File: src/rtl/irq_prio_pkg.sv
package irq_prio_pkg;
  localparam int NUM_LVL = 7;
  localparam int LVL_W   = 3;

  typedef logic [LVL_W-1:0] lvl_t;

  typedef enum logic [2:0] {
    FC_UNDEF0   = 3'd0,
    FC_USR_DATA = 3'd1,
    FC_USR_PROG = 3'd2,
    FC_UNDEF3   = 3'd3,
    FC_UNDEF4   = 3'd4,
    FC_SUP_DATA = 3'd5,
    FC_SUP_PROG = 3'd6,
    FC_IACK     = 3'd7
  } fc_e;

  // Highest active level; bit k of req stands for level k+1, 0 means none.
  function automatic lvl_t top_level(input logic [NUM_LVL-1:0] req);
    lvl_t lvl;
    lvl = '0;
    for (int i = 0; i < NUM_LVL; i++)
      if (req[i]) lvl = lvl_t'(i + 1);
    return lvl;
  endfunction

  function automatic logic is_super(input logic [2:0] code);
    return (code == FC_SUP_DATA) || (code == FC_SUP_PROG);
  endfunction

  function automatic logic is_prog(input logic [2:0] code);
    return (code == FC_USR_PROG) || (code == FC_SUP_PROG);
  endfunction
endpackage

File: src/rtl/irq_level_enc.sv
module irq_level_enc
  import irq_prio_pkg::*;
(
  input  logic [NUM_LVL-1:0] req_act,
  output logic [LVL_W-1:0]   ipl_n
);
  lvl_t win_lvl;

  always_comb begin
    win_lvl = top_level(req_act);
    ipl_n   = ~win_lvl;
  end
endmodule

File: src/rtl/iack_decode.sv
module iack_decode
  import irq_prio_pkg::*;
#(
  parameter int AUTOVEC_MIN_LVL = 4
) (
  input  logic [2:0]         fc,
  input  logic [LVL_W-1:0]   addr_lvl,
  input  logic               as_n,
  output logic [NUM_LVL-1:0] iack_n,
  output logic               vpa_n
);
  logic                ack_cycle;
  logic [NUM_LVL-1:0]  auto_hit;

  assign ack_cycle = (fc == FC_IACK) && !as_n;

  for (genvar g = 0; g < NUM_LVL; g++) begin : g_lvl
    assign iack_n[g] = ~(ack_cycle && (addr_lvl == lvl_t'(g + 1)));
    if (g + 1 >= AUTOVEC_MIN_LVL) begin : g_auto
      assign auto_hit[g] = ~iack_n[g];
    end else begin : g_vect
      assign auto_hit[g] = 1'b0;
    end
  end

  assign vpa_n = ~|auto_hit;
endmodule

File: src/rtl/abort_latch.sv
module abort_latch #(
  parameter int DEBOUNCE_CYCLES = 8
) (
  input  logic clk,
  input  logic rst_n,
  input  logic btn,
  input  logic ack_top,
  output logic flag,
  output logic set_evt
);
  localparam int CNT_W = $clog2(DEBOUNCE_CYCLES + 1);

  logic [1:0]       sync_q;
  logic             filt_q;
  logic [CNT_W-1:0] cnt_q;
  logic             differ;
  logic             commit;

  assign differ  = sync_q[1] ^ filt_q;
  assign commit  = differ && (cnt_q == CNT_W'(DEBOUNCE_CYCLES - 1));
  assign set_evt = commit && sync_q[1];

  always_ff @(posedge clk or negedge rst_n) begin
    if (!rst_n) begin
      sync_q <= '0;
      filt_q <= 1'b0;
      cnt_q  <= '0;
      flag   <= 1'b0;
    end else begin
      sync_q <= {sync_q[0], btn};
      if (!differ) begin
        cnt_q <= '0;
      end else if (commit) begin
        cnt_q  <= '0;
        filt_q <= sync_q[1];
      end else begin
        cnt_q <= cnt_q + 1'b1;
      end
      if (set_evt)      flag <= 1'b1;
      else if (ack_top) flag <= 1'b0;
    end
  end
endmodule

File: src/rtl/irq_prio_ctrl.sv
module irq_prio_ctrl
  import irq_prio_pkg::*;
#(
  parameter int DEBOUNCE_CYCLES = 8,
  parameter int AUTOVEC_MIN_LVL = 4
) (
  input  logic       clk,
  input  logic       rst_n,
  input  logic [6:0] irq_n,
  input  logic [2:0] fc,
  input  logic [2:0] addr_lvl,
  input  logic       as_n,
  input  logic       abort_btn,
  output logic [2:0] ipl_n,
  output logic [6:0] iack_n,
  output logic       vpa_n,
  output logic       super_o,
  output logic       prog_o
);
  logic               abort_flag;
  logic               abort_set;
  logic [NUM_LVL-1:0] req_act;

  assign req_act = ~irq_n | {abort_flag, {(NUM_LVL-1){1'b0}}};

  irq_level_enc u_enc (
    .req_act (req_act),
    .ipl_n   (ipl_n)
  );

  iack_decode #(.AUTOVEC_MIN_LVL(AUTOVEC_MIN_LVL)) u_dec (
    .fc       (fc),
    .addr_lvl (addr_lvl),
    .as_n     (as_n),
    .iack_n   (iack_n),
    .vpa_n    (vpa_n)
  );

  abort_latch #(.DEBOUNCE_CYCLES(DEBOUNCE_CYCLES)) u_abort (
    .clk     (clk),
    .rst_n   (rst_n),
    .btn     (abort_btn),
    .ack_top (~iack_n[NUM_LVL-1]),
    .flag    (abort_flag),
    .set_evt (abort_set)
  );

  assign super_o = is_super(fc);
  assign prog_o  = is_prog(fc);
endmodule

File: config.mk
export PLATFORM = sky130hd
export DESIGN_NAME = irq_prio_ctrl
export DESIGN_NICKNAME = d
export VERILOG_FILES = /design/src/rtl/irq_prio_pkg.sv /design/src/rtl/irq_level_enc.sv /design/src/rtl/iack_decode.sv /design/src/rtl/abort_latch.sv /design/src/rtl/irq_prio_ctrl.sv
export SDC_FILE = /design/constraint.sdc
export NUM_CORES = 1
export LEC_CHECK = 0
export ABC_AREA = 0
export BUFFER_PORTS_ARGS = -buffer_cell sky130_fd_sc_hd__buf_2
export CAP_MARGIN = 30
export CORE_AREA = 2 2 39 41
export CTS_CLUSTER_SIZE = 14
export DETAILED_ROUTE_END_ITERATION = 8
export DIE_AREA = 0 0 41 43
export GPL_ROUTABILITY_DRIVEN = 0
export HOLD_SLACK_MARGIN = 0.1
export MAX_ROUTING_LAYER = met4
export PLACE_DENSITY_LB_ADDON = 0.2
export SYNTH_ARGS = -nofsm -noshare
export SYNTH_HDL_FRONTEND = slang
export SYNTH_HIERARCHICAL = 1
export SYNTH_SLANG_ARGS = --single-unit
File: constraint.sdc
create_clock -name clk -period 1.85 [get_ports clk]
set_clock_uncertainty 0.05 [all_clocks]
set_input_delay 0.0925 -clock clk [delete_from_list [all_inputs] [get_ports clk]]
set_output_delay 0.0925 -clock clk [all_outputs]
set_load 0.005 [all_outputs]
==> run_summary.xml <==
<?xml version="1.0" encoding="UTF-8"?>
<metrics>
  <group name="setup_path">
    <metric name="worst_ep_required_time" unit="ns">1.71</metric>
    <metric name="timing.critical_path.arrival" unit="ns">1.23</metric>
    <metric name="timing.critical_path.to_type" unit="">output pin</metric>
    <metric name="worst-path-max-fanout" unit="">3</metric>
    <metric name="cp_cell_sequence" unit="">nand2b_1, nor4_1, buf_2</metric>
    <metric name="timing.critical_path.slowest_cell_delay" unit="ns">0.37</metric>
    <metric name="ff2ff_path_depth" unit="">3</metric>
    <metric name="cpMaxStageDelayCell" unit="">sky130_fd_sc_hd__dfrtp_1</metric>
    <metric name="critical_path.startpoint_type" unit="">flip-flop</metric>
    <metric name="critical_path_type" unit="">reg -&gt; out</metric>
  </group>
  <group name="synth">
    <metric name="netlist.top_cell.by_area" unit="">sky130_fd_sc_hd__dfrtp_1</metric>
    <metric name="synth.top_cells.by_area" unit="">sky130_fd_sc_hd__dfrtp_1 38%, sky130_fd_sc_hd__inv_1 6.4%, sky130_fd_sc_hd__nand4b_1 5.0%</metric>
    <metric name="syn_area" unit="um^2">524</metric>
    <metric name="post_synthesis_instance_total" unit="">57</metric>
    <metric name="synth.yosys.warnings" unit="">6</metric>
    <metric name="syn_area_per_cell" unit="um^2">9.20</metric>
    <metric name="synth.top_cell.area_share" unit="%">38.2</metric>
    <metric name="ys_seq_area_share" unit="%">38.2</metric>
    <metric name="yosys_register_bits" unit="">8</metric>
    <metric name="synth.lib_cells_used.distinct" unit="">28</metric>
    <metric name="synthesis.nets" unit="">75</metric>
  </group>
  <group name="global_route">
    <metric name="grt_first_pass_wirelength" unit="um">1400</metric>
    <metric name="grt_start_max_net_pins" unit="">9</metric>
    <metric name="via_count_of_the_first_global_routing_pass" unit="">389</metric>
    <metric name="grt-ovfl-total" unit="">0</metric>
    <metric name="track_usage" unit="%">12.4</metric>
    <metric name="grt_antenna_before_repair" unit="">0</metric>
  </group>
  <group name="sta">
    <metric name="report.final.slew_viol_count" unit="">0</metric>
    <metric name="report.final.hold_viol_count" unit="">0</metric>
    <metric name="timing.slew.headroom" unit="%">75.1</metric>
    <metric name="final_min_period_over_clock_period" unit="%">74.1</metric>
    <metric name="worst_pin_slew" unit="ns">0.371</metric>
    <metric name="setup_violations" unit="">0</metric>
    <metric name="final.setup.tns" unit="ns">0</metric>
    <metric name="tmin_final" unit="ns">1.37</metric>
    <metric name="unrepaired_setup_endpoints_after_global_routing" unit="">false</metric>
    <metric name="clock.fmax" unit="MHz">730</metric>
  </group>
  <group name="floorplan">
    <metric name="floorplan.core_area" unit="um^2">1380</metric>
    <metric name="initial_utilization" unit="%">37.9</metric>
    <metric name="io_pins" unit="">30</metric>
    <metric name="chipWidth" unit="um">41</metric>
    <metric name="floorplan.die_area" unit="um^2">1760</metric>
    <metric name="core.rowCount" unit="">14</metric>
    <metric name="floorplan.die.height" unit="um">43</metric>
  </group>
  <group name="pwr">
    <metric name="cell_area_power_density" unit="nW/um^2">767</metric>
    <metric name="post-layout-total-power" unit="uW">553</metric>
    <metric name="ir_worst_vdd" unit="mV">0.405</metric>
    <metric name="lkg_pwr" unit="uW">0.000408</metric>
  </group>
  <group name="clocking">
    <metric name="post_cts.repair.setup_buffers" unit="">0</metric>
    <metric name="cts-buffers-inserted" unit="">3</metric>
    <metric name="clk_pin_slew" unit="ns">0.05</metric>
    <metric name="tritoncts" unit="">yes</metric>
    <metric name="cts-resized-gates" unit="">0</metric>
    <metric name="clkLatencyLatePin" unit="ns">0.25</metric>
    <metric name="cts_sinks" unit="">8</metric>
    <metric name="htreeDepth" unit="">1</metric>
    <metric name="maximum_count_of_clock_buffers_along_a_single_path" unit="">2</metric>
    <metric name="clock-root-buffer" unit="">sky130_fd_sc_hd__clkbuf_4</metric>
  </group>
  <group name="drt">
    <metric name="totalWireLength" unit="um">976</metric>
    <metric name="drt-initial-drc-count" unit="">9</metric>
    <metric name="post_drt_wl_per_cell" unit="um">9.30</metric>
    <metric name="vias_per_cell" unit="">4.71</metric>
    <metric name="antenna_violating_nets_post_route" unit="">0</metric>
    <metric name="vias" unit="">495</metric>
    <metric name="drc_errors" unit="">0</metric>
    <metric name="detail_route.first_pass.iterations" unit="">4</metric>
  </group>
  <group name="cells_and_area">
    <metric name="area_growth" unit="%">37.5</metric>
    <metric name="number_of_nets_in_the_layout" unit="">109</metric>
    <metric name="final_core_utilization" unit="%">52.1</metric>
    <metric name="most-common-layout-cells" unit="">29 x sky130_fd_sc_hd__buf_2, 9 x sky130_fd_sc_hd__inv_1, 8 x sky130_fd_sc_hd__dfrtp_1, 5 x sky130_fd_sc_hd__nor2_1</metric>
    <metric name="mostFrequentLayoutCell" unit="">sky130_fd_sc_hd__buf_2</metric>
    <metric name="drive_above_1_share" unit="%">42.7</metric>
    <metric name="final_cells" unit="">105</metric>
    <metric name="diodes" unit="">0</metric>
  </group>
  <group name="placed_design">
    <metric name="hpwlAfterDp" unit="um">788</metric>
    <metric name="port-buffer-count" unit="">29</metric>
    <metric name="placed_cells" unit="">100</metric>
  </group>
  <group name="run">
    <metric name="maxCapViolCount" unit="">0</metric>
  </group>
  <group name="min_path">
    <metric name="hold_path_class" unit="">in -&gt; async</metric>
  </group>
  <group name="outcome">
    <metric name="run_status" unit="">finished clean</metric>
  </group>
</metrics>
-- power breakdown --
| group | internal (uW) | switching, uW | leakage, uW | total, uW |
|---|---|---|---|---|
| Combinational | 90.1 | 76.3 | 0.000290 | 166 |
| Sequential | 221 | 35.8 | 0.000104 | 256 |
| Clock | 74.0 | 56.2 | 0.0000138 | 130 |
| Total | 385 | 168 | 0.000408 | 553 |
-- area by class of cell --
type,count,area (um^2)
clock buffers,3,22.5
fillers,140,663
inverters,10,37.5
multi-input cells,37,275
flip-flops and latches,8,200
well taps,16,20.0
repair buffers,31,165
-- registers in the layout, summed over array words and instances (netlist names) --
| register | cells |
|---|---|
| u_abort/filt_q | 1 |
| u_abort/sync_q | 2 |
| u_abort/flag | 1 |
| u_abort/cnt_q | 4 |
-- worst max-delay path: cells and delay by family, from the launching register on --
family                 cells  cell delay [ns]
buffers and inverters      1             0.16
AND/OR/NAND/NOR            2             0.45
flip-flops                 1             0.37
-- stage by stage --
stage | instance area [um^2] | setup slack (ns) | hold slack (ns)
after floorplan | 524 | 0.632 | -0.253
after global placement | 678 | 0.612 | -0.108
after detailed placement | 678 | 0.582 | -0.108
after CTS | 721 | 0.456 | 0.155
after global routing | 721 | 0.381 | 0.178
final | 721 | 0.480 | 0.157
-- synth_stat cells (all sizes together) --
cell,count
nor2,5
nor2b,3
a21o,1
clkbuf,1
nand3,2
nor3,2
and4b,1
a21oi,2
o21a,1
mux2i,1
nand2,3
nand2b,1
dfrtp,8
mux2,1
nand4b,3
xnor2,2
buf,1
nor3b,4
nand4,1
o31a,1
nor4,1
ha,1
nand3b,1
inv,10
-- final timing paths --
path | startpoint | endpoint | slack [ns]
min in group clk | addr_lvl[1] | u_abort/flag | 0.22
setup reg to reg | u_abort/cnt_q[0] | u_abort/filt_q | 0.59
setup / recovery | u_abort/flag | ipl_n[2] | 0.48
hold reg to reg | u_abort/sync_q[0] | u_abort/sync_q[1] | 0.30
hold / removal | rst_n | u_abort/flag | 0.16
max in group asynchronous | rst_n | u_abort/cnt_q[0] | 1.43
-- timing repair --
item	in CTS	in global routing
hold endpoints to repair	9	0
setup endpoints to repair	0	0
hold buffers	2	0
-- cells by family (layout without fill, tap and decap cells) --
family | Yosys count | count (layout) | share of synthesized area [%]
AO/OA/AOI/OAI | 5 | 5 | 7.16
multiplexers | 2 | 2 | 4.06
buffers and inverters | 12 | 44 | 9.31
XOR/XNOR | 2 | 2 | 3.34
flip-flops | 8 | 8 | 38.2
adder cells (fa/ha/maj) | 1 | 1 | 2.39
AND/OR/NAND/NOR | 27 | 27 | 35.6
-- routing by layer --
layer	GRT usage, %	part of all wire [%]	routed length (um)
met1	12.8	42	414
met2	18.8	49	479
met3	4.71	8.3	81
met4	8.00	0	0
met5	-	0	0
Power figures use the tool's default switching activity.
